==> src/rtl/rotseq_pkg.sv <==
`timescale 1ns/1ps
package rotseq_pkg;
   typedef enum logic {
      LAYOUT_WIDE   = 1'b0,
      LAYOUT_NARROW = 1'b1
   } layout_e;

   typedef enum logic [1:0] {
      STG_IDLE = 2'd0,
      STG_READ = 2'd1,
      STG_WAIT = 2'd2
   } stage_e;
endpackage

==> src/rtl/rotseq_trig.sv <==
`timescale 1ns/1ps
module rotseq_trig (
   input  logic clk,
   input  logic rst_n,
   input  logic en_i,
   input  logic stop_i,
   input  logic test_i,
   input  logic busy_i,
   output logic stop_prev_o,
   output logic fire_o
);
   logic stop_q;

   // previous stop level is tracked even while disabled, so enabling
   // with stop already high does not look like a fresh edge
   always_ff @(posedge clk or negedge rst_n) begin
      if (!rst_n) stop_q <= 1'b0;
      else        stop_q <= stop_i;
   end

   assign stop_prev_o = stop_q;
   assign fire_o      = en_i && stop_i && !stop_q && !test_i && !busy_i;
endmodule

==> src/rtl/rotseq_fetch.sv <==
`timescale 1ns/1ps
module rotseq_fetch
   import rotseq_pkg::*;
#(
   parameter int ST_W = 5,
   parameter int SW   = 2,
   localparam int ADDR_W = ST_W + SW,
   localparam int SENS_W = SW + 1
) (
   input  logic              clk,
   input  logic              rst_n,
   input  logic              en_i,
   input  logic              fire_i,
   input  layout_e           mode_i,
   input  logic [ST_W-1:0]   state_i,
   input  logic [SENS_W-1:0] sens_i,
   output logic              rd_en_o,
   output logic [ADDR_W-1:0] rd_addr_o,
   output logic              busy_o,
   output logic              cap_o,
   output layout_e           cap_mode_o
);
   stage_e            stage_q;
   logic [ADDR_W-1:0] wide_addr;
   logic [ADDR_W-1:0] narrow_addr;
   logic [ADDR_W-1:0] addr_q;
   layout_e           mode_q;

   for (genvar i = 0; i < ADDR_W; i++) begin : g_abit
      if (i < SW) begin : g_sens
         assign wide_addr[i]   = sens_i[i];
         assign narrow_addr[i] = sens_i[i];
      end else if (i == SW) begin : g_mid
         assign wide_addr[i]   = state_i[0];
         assign narrow_addr[i] = sens_i[SW];
      end else begin : g_st
         assign wide_addr[i]   = state_i[i-SW];
         assign narrow_addr[i] = state_i[i-SW-1];
      end
   end

   always_ff @(posedge clk or negedge rst_n) begin
      if (!rst_n) begin
         stage_q <= STG_IDLE;
         addr_q  <= '0;
         mode_q  <= LAYOUT_WIDE;
      end else if (!en_i) begin
         stage_q <= STG_IDLE;
      end else begin
         unique case (stage_q)
            STG_IDLE: if (fire_i) begin
               stage_q <= STG_READ;
               addr_q  <= (mode_i == LAYOUT_NARROW) ? narrow_addr : wide_addr;
               mode_q  <= mode_i;
            end
            STG_READ: stage_q <= STG_WAIT;
            default:  stage_q <= STG_IDLE;
         endcase
      end
   end

   assign rd_en_o    = (stage_q == STG_READ);
   assign rd_addr_o  = addr_q;
   assign busy_o     = (stage_q != STG_IDLE);
   assign cap_o      = (stage_q == STG_WAIT);
   assign cap_mode_o = mode_q;

   AST_READ_SINGLE: assert property (@(posedge clk) disable iff (!rst_n)
      rd_en_o |=> !rd_en_o);
   AST_NO_REFIRE: assert property (@(posedge clk) disable iff (!rst_n)
      $past(rd_en_o, 2) |-> !rd_en_o);
endmodule

==> src/rtl/rotseq_latch.sv <==
`timescale 1ns/1ps
module rotseq_latch
   import rotseq_pkg::*;
#(
   parameter int ENTRY_W = 8,
   parameter int ST_W    = 5,
   parameter int CNT_BIT = 6,
   parameter int DIR_BIT = 7,
   parameter int IRQ_BIT = 7,
   parameter int FLAG_LO = 5,
   localparam int FLAG_W = ENTRY_W - FLAG_LO
) (
   input  logic               clk,
   input  logic               rst_n,
   input  logic               en_i,
   input  logic               cap_i,
   input  layout_e            cap_mode_i,
   input  logic [ENTRY_W-1:0] rd_data_i,
   input  logic               irq_en_i,
   output logic [ST_W-1:0]    state_o,
   output logic [FLAG_W-1:0]  flags_o,
   output logic               cnt_inc_o,
   output logic               cnt_dec_o,
   output logic               irq_o
);
   logic [ST_W-1:0] st_nxt;

   for (genvar i = 0; i < ST_W; i++) begin : g_sbit
      if (i == ST_W - 1) begin : g_top
         assign st_nxt[i] = (cap_mode_i == LAYOUT_NARROW) ? 1'b0 : rd_data_i[i];
      end else begin : g_low
         assign st_nxt[i] = rd_data_i[i];
      end
   end

   always_ff @(posedge clk or negedge rst_n) begin
      if (!rst_n) begin
         state_o   <= '0;
         flags_o   <= '0;
         cnt_inc_o <= 1'b0;
         cnt_dec_o <= 1'b0;
         irq_o     <= 1'b0;
      end else if (!en_i) begin
         state_o   <= '0;
         flags_o   <= '0;
         cnt_inc_o <= 1'b0;
         cnt_dec_o <= 1'b0;
         irq_o     <= 1'b0;
      end else begin
         cnt_inc_o <= cap_i && rd_data_i[CNT_BIT] && !rd_data_i[DIR_BIT];
         cnt_dec_o <= cap_i && rd_data_i[CNT_BIT] &&  rd_data_i[DIR_BIT];
         irq_o     <= cap_i && irq_en_i && rd_data_i[IRQ_BIT];
         if (cap_i) begin
            state_o <= st_nxt;
            flags_o <= rd_data_i[ENTRY_W-1:FLAG_LO];
         end
      end
   end

   AST_INC_DEC_EXCL: assert property (@(posedge clk) disable iff (!rst_n)
      !(cnt_inc_o && cnt_dec_o));
   AST_STATE_HOLD: assert property (@(posedge clk) disable iff (!rst_n)
      (en_i && !cap_i) |=> $stable(state_o));
   AST_NARROW_TOP: assert property (@(posedge clk) disable iff (!rst_n)
      (en_i && cap_i && cap_mode_i == LAYOUT_NARROW) |=> !state_o[ST_W-1]);
   AST_IRQ_NEEDS_EN: assert property (@(posedge clk) disable iff (!rst_n)
      irq_o |-> $past(irq_en_i));
   AST_DISABLED_CLEAR: assert property (@(posedge clk) disable iff (!rst_n)
      !en_i |=> (state_o == '0 && flags_o == '0 && !irq_o && !cnt_inc_o && !cnt_dec_o));
endmodule

==> src/rtl/rotseq_core.sv <==
`timescale 1ns/1ps
module rotseq_core
   import rotseq_pkg::*;
#(
   parameter int ST_W    = 5,
   parameter int SW      = 2,
   parameter int ENTRY_W = 8,
   parameter int CNT_BIT = 6,
   parameter int DIR_BIT = 7,
   parameter int IRQ_BIT = 7,
   parameter int FLAG_LO = 5,
   localparam int ADDR_W = ST_W + SW,
   localparam int SENS_W = SW + 1,
   localparam int FLAG_W = ENTRY_W - FLAG_LO
) (
   input  logic               clk,
   input  logic               rst_n,
   input  logic               en_i,
   input  logic               mode_i,
   input  logic               stop_i,
   input  logic               test_i,
   input  logic [SENS_W-1:0]  sens_i,
   input  logic               irq_en_i,
   output logic               rd_en_o,
   output logic [ADDR_W-1:0]  rd_addr_o,
   input  logic [ENTRY_W-1:0] rd_data_i,
   output logic [ST_W-1:0]    state_o,
   output logic [FLAG_W-1:0]  flags_o,
   output logic               cnt_inc_o,
   output logic               cnt_dec_o,
   output logic               irq_o
);
   if (ST_W < 2 || SW < 1) begin : g_bad_split
      $error("rotseq_core: state needs >=2 bits and sensors >=1 bit");
   end
   if (ST_W > ENTRY_W || FLAG_LO >= ENTRY_W || FLAG_LO < 0) begin : g_bad_fields
      $error("rotseq_core: state or flag field outside the entry");
   end
   if (CNT_BIT >= ENTRY_W || DIR_BIT >= ENTRY_W || IRQ_BIT >= ENTRY_W || CNT_BIT == DIR_BIT) begin : g_bad_ctrl
      $error("rotseq_core: control bit positions invalid");
   end

   logic    fire;
   logic    busy;
   logic    stop_prev;
   logic    cap;
   layout_e cap_mode;
   layout_e mode_sel;

   assign mode_sel = layout_e'(mode_i);

   rotseq_trig u_trig (
      .clk         (clk),
      .rst_n       (rst_n),
      .en_i        (en_i),
      .stop_i      (stop_i),
      .test_i      (test_i),
      .busy_i      (busy),
      .stop_prev_o (stop_prev),
      .fire_o      (fire)
   );

   rotseq_fetch #(.ST_W(ST_W), .SW(SW)) u_fetch (
      .clk        (clk),
      .rst_n      (rst_n),
      .en_i       (en_i),
      .fire_i     (fire),
      .mode_i     (mode_sel),
      .state_i    (state_o),
      .sens_i     (sens_i),
      .rd_en_o    (rd_en_o),
      .rd_addr_o  (rd_addr_o),
      .busy_o     (busy),
      .cap_o      (cap),
      .cap_mode_o (cap_mode)
   );

   rotseq_latch #(
      .ENTRY_W (ENTRY_W), .ST_W (ST_W), .CNT_BIT (CNT_BIT),
      .DIR_BIT (DIR_BIT), .IRQ_BIT (IRQ_BIT), .FLAG_LO (FLAG_LO)
   ) u_latch (
      .clk        (clk),
      .rst_n      (rst_n),
      .en_i       (en_i),
      .cap_i      (cap),
      .cap_mode_i (cap_mode),
      .rd_data_i  (rd_data_i),
      .irq_en_i   (irq_en_i),
      .state_o    (state_o),
      .flags_o    (flags_o),
      .cnt_inc_o  (cnt_inc_o),
      .cnt_dec_o  (cnt_dec_o),
      .irq_o      (irq_o)
   );

   AST_TEST_BLOCKS: assert property (@(posedge clk) disable iff (!rst_n)
      (stop_i && !stop_prev && test_i) |=> !rd_en_o);
   AST_OFF_NO_READ: assert property (@(posedge clk) disable iff (!rst_n)
      !en_i |=> !rd_en_o);
endmodule

==> config.mk <==
export PLATFORM = sky130hd
export DESIGN_NAME = rotseq_core
export DESIGN_NICKNAME = d
export VERILOG_FILES = /design/src/rtl/rotseq_pkg.sv /design/src/rtl/rotseq_trig.sv /design/src/rtl/rotseq_fetch.sv /design/src/rtl/rotseq_latch.sv /design/src/rtl/rotseq_core.sv
export SDC_FILE = /design/constraint.sdc
export NUM_CORES = 1
export LEC_CHECK = 0
export ABC_AREA = 1
export BUFFER_PORTS_ARGS = -buffer_cell sky130_fd_sc_hd__clkbuf_2
export CAP_MARGIN = 20
export CORE_UTILIZATION = 47
export DETAILED_ROUTE_END_ITERATION = 16
export PLACE_DENSITY = 0.77
export SLEW_MARGIN = 20
export SYNTH_ARGS = -nofsm -noshare
export SYNTH_HDL_FRONTEND = slang
export SYNTH_SLANG_ARGS = --single-unit
export TNS_END_PERCENT = 20
==> constraint.sdc <==
create_clock -name clk -period 2.6 [get_ports clk]
set_input_delay 0.39 -clock clk [delete_from_list [all_inputs] [get_ports clk]]
set_output_delay 0.39 -clock clk [all_outputs]
set_load 0.01 [all_outputs]
* After elaboration in Yosys (flattened, before gate mapping)
Index checks and enable logic that the tools add are counted.
** Word-level totals
- Flip-flop bits (word level) :: 22
- Output and inout port bits :: 19
- Word-level logic and storage cells :: 41
** Operators by class
- Equality and inequality tests :: 4
- Multiplexer cells :: 12
- Reduce and logical (&&, ||, !) cells :: 16
** Operators with widths (number)
- two-way mux 5 bit :: 2
- logical AND 1 bit :: 9
- two-way mux 7 bit :: 1
- two-way mux 3 bit :: 2
- logical NOT 1 bit :: 4
- two-way mux 1 bit :: 4
- two-way mux 2 bit :: 2
- one-hot mux 2 bit (2 select lines) :: 1
- inequality test 3 bit, second input constant :: 1
- AND reduction 3 bit :: 1
- == test 2 x 1 -> 1 bit, second input constant :: 1
- == test 2 bit, second input constant :: 1
- logical NOT 2 bit :: 1
- inequality test 2 x 1 -> 1 bit, second input constant :: 1
- nonzero test 2 bit :: 1

* Longest topological paths before layout
- Depth after elaboration :: 7
- Depth in mapped cells :: 5
- Gate-level depth less buffers :: 5

* Modules after synthesis
Synthesis repeated with hierarchy kept, for this count alone.
** Unflattened totals
- Cells, all modules :: 114
- Area, all modules :: 957.2 sq um
** By module, submodules not included
- rotseq_fetch :: instances 1, cells an instance 61, area an instance 485.5 sq um, seq. area each 250.2 sq um
- rotseq_latch :: instances 1, cells an instance 46, area an instance 422.9 sq um, seq. area each 275.3 sq um
- rotseq_trig :: instances 1, cells an instance 7, area an instance 48.8 sq um, seq. area each 25.0 sq um

* Worst setup path after synthesis
Ideal clock, no wire load.
- Path type :: reg2out
- From :: register u_fetch.stage_q[1]
- To :: output port rd_en_o
- Data arrival time :: 0.659 ns
- Required time :: 2.210 ns
- Slack :: 1.551 ns
- Stages on the path, launching flop included :: 2
- Buffers on the path :: 0
- Cells stage by stage :: dfrtp_1 nor2_1
** On the way
- Word-level cells in the longest chain between the ends :: 1
** RTL lines
- start: declaration :: RTL line rotseq_fetch.sv:23 : stage_e stage_q;
- start signal: assignment :: RTL line rotseq_fetch.sv:44 : stage_q <= STG_IDLE;
- start signal: assignment :: RTL line rotseq_fetch.sv:48 : stage_q <= STG_IDLE;
- start signal: assignment :: RTL line rotseq_fetch.sv:52 : stage_q <= STG_READ;
- == test 2 x 1 -> 1 bit :: RTL line rotseq_fetch.sv:62 : assign rd_en_o = (stage_q == STG_READ);
- end: declaration :: RTL line rotseq_core.sv:24 : output logic rd_en_o,
Every way passes these cells.

* Worst setup path in the final report
Same ends and word-level chain as after synthesis.

==> impl_metrics.json <==
{
  "syn_area_um2": 962,
  "ant_nets": 0,
  "outcome": "complete, no violations",
  "vdd_drop_max_mv": 0.360,
  "port_buffers": 36,
  "htreeDepth": 1,
  "layout_min_cycle_time_ps": 1450,
  "rsz0062_at_grt": "no",
  "setup_tns_ps": 0,
  "dp_cells": 172,
  "row_count": 16,
  "path_max_fanout": 5,
  "clockRootBuffer": "clkbuf_4",
  "netlist_top_cells_area": "dfrtp_1, nand2_1, nand3_1, nor2_2, nand2_4",
  "hpwl_um": 1400,
  "skew_ps": 1.11,
  "synthFlopType": "dfrtp_1",
  "synth_warnings": 0,
  "dieArea_mm2": 0.00223,
  "yosys-top-cells-count": "nand2_1, dfrtp_1, nand3_1",
  "synth-edff-count": 0,
  "drive_above_1_share_pct": 36.9,
  "leakagePower_nw": 0.755,
  "maxCapViolCount": 0,
  "clk_latency_ps": 310,
  "numCtsBuffers": 3,
  "finalMaxSlewViolations": 0,
  "cts_tree": "built",
  "period_share_pct": 55.8,
  "async_flop_share_pct": 100,
  "wl_per_cell_um": 10.1,
  "ys_seq_elements": 22,
  "grt_pass1_vias": 717,
  "synth_top_area_share_pct": 57.2,
  "dr_total_vias": 812,
  "critPathSlowestCell": "dfrtp_1",
  "diodes": 0,
  "synthAdderAreaFrac_pct": 0,
  "drtPass1Iterations": 4,
  "multi_input_area_um2": 378,
  "startpoint_type": "flop",
  "synth_compound_area_share_pct": 0.910,
  "drtIter0Drc": 6,
  "placed_area_mm2": 0.00118,
  "max_freq_mhz": 690,
  "synthCells": 109,
  "gp_congestion": 0.790,
  "grt_pass1_wl_um": 2860,
  "ff_latch_area_um2": 551,
  "grt_remaining_overflow": 0,
  "postSynthAreaPerCell_um2": 8.83,
  "synth_simple_gate_area_share_pct": 38.4,
  "postCtsResizedCells": 0,
  "num-fill-cells": 179,
  "area_delta_synth_final_pct": 26.0,
  "crit_path_max_incr_delay_ps": 490,
  "hold_buffers": 0,
  "max-clock-path-buffers": 2,
  "stdcell_area_mm2": 0.00121,
  "drt_wl_total_um": 1780,
  "hold_path.class": "primary input to asynchronous set/reset pin",
  "tightest_slew_ps": 527,
  "core_area_mm2": 0.00194,
  "dp_slack_ps": 1420,
  "hold_ws_ps": 33.4,
  "finalSetupViolations": 0,
  "synth-xor-area-share_pct": 0,
  "finalHoldViolations": 0,
  "relSlewSlack_pct": 64.9,
  "synth_fp_nets": 127,
  "worstPathArrival_ps": 1060,
  "nets": 168,
  "track_usage_pct": 18.7,
  "worstPathRequired_ps": 2210,
  "yosysSeqAreaShare_pct": 57.2,
  "clk_pin_slew_ps": 120,
  "final_cells": 176,
  "yosysTopAreaCell": "dfrtp_1",
  "num_io_pins": 37,
  "die_w_um": 47.2,
  "vias_per_cell": 4.61,
  "end_kind": "output port",
  "worstPathCellList": "nor2_1, clkbuf_2",
  "post-synth-top-count-cell": "nand2_1",
  "synth.mux.area_fraction_pct": 0,
  "critPathKind": "flop to output port",
  "antenna_found_initial": 0,
  "p_per_area_mw_per_mm2": 518,
  "yosysUniqueCellTypes": 15,
  "crit_family": "flip-flops",
  "drc_errors": 0,
  "fin_ws_ps": 1150,
  "grt_max_degree": 23,
  "postCtsSetupBuffers": 0,
  "start_util_pct": 49.5,
  "synth_top_family_by_area": "simple AND/OR/NAND/NOR gates",
  "cp_num_buf_inv": 1,
  "die_y_um": 47.2,
  "clkSinkCount": 22
}
cell usage in the layout, fill, tap and decap left out, types with 2 or more instances in the layout:
master     n
clkbuf_2  36
nor2_2     4
nand2_4    2
nor2_1     3
dfrtp_1   22
inv_1      5
nand2_1   54
nand3_1    8
clkbuf_4   3
inv_2      4
cells by family after synthesis:
| kind of cell | count (synthesis) |
|---|---|
| AOI/OAI and AO/OA | 1 |
| buffers and inverters | 9 |
| DFF | 22 |
| and+or+nand+nor | 77 |
power by group:
| group | internal (W) | switching (W) | leakage [nW] |
|---|---|---|---|
| registers | 0.000358 | 0.0000103 | 0.299 |
| clock network | 0.0000855 | 0.000101 | 0.0210 |
| logic | 0.0000289 | 0.0000448 | 0.435 |
| total | 0.000473 | 0.000156 | 0.755 |
routing by layer:
metal | GRT usage, % | share of wire [%] | vias to the layer above
met5 | 0 | 0 | -
met4 | 11.4 | 2.4 | 0
met3 | 2.31 | 4.7 | 5
met2 | 29.6 | 46 | 29
met1 | 24.2 | 47 | 362
li1 | - | - | 416
sequential cells by signal (all words and copies together) (netlist names):
signal / flops
u_latch.cnt_dec_o: 1
u_trig.stop_prev_o: 1
u_latch.state_o: 5
u_latch.cnt_inc_o: 1
u_fetch.cap_mode_o: 1
u_latch.irq_o: 1
u_fetch.rd_addr_o: 7
u_latch.flags_o: 3
u_fetch.stage_q: 2
stage by stage:
step | util (%) | power, W
2_1_floorplan | - | 0.000410
3_3_place_gp | 60.6 | 0.000448
3_5_place_dp | 60.6 | 0.000451
4_1_cts | 62.4 | 0.000639
5_1_grt | 62.4 | 0.000662
6_report | 62.4 | 0.000629
cell type report:
type	instances	share of cell area, %
sequential	22	45.4
multi-input combinational	78	31.2
timing repair buffer	36	14.9
clock buffer	4	2.99
inverter	9	2.79
tap	27	2.79
path summary, 6_finish.rpt:
check | startpoint | endpoint | slack [ps] | depth (start not counted)
setup / recovery | u_fetch.stage_q[1] | rd_en_o | 1150 | 2
hold / removal | rst_n | u_fetch.rd_addr_o[0] | 30 | 1
setup reg to reg | u_fetch.stage_q[1] | u_fetch.rd_addr_o[2] | 1460 | 4
hold reg to reg | u_fetch.rd_addr_o[2] | u_fetch.rd_addr_o[2] | 480 | 2
max in group asynchronous | rst_n | u_latch.state_o[0] | 2220 | 1
min in group clk | stop_i | u_trig.stop_prev_o | 210 | 1
Note: power is estimated with default switching activity, not from simulation.
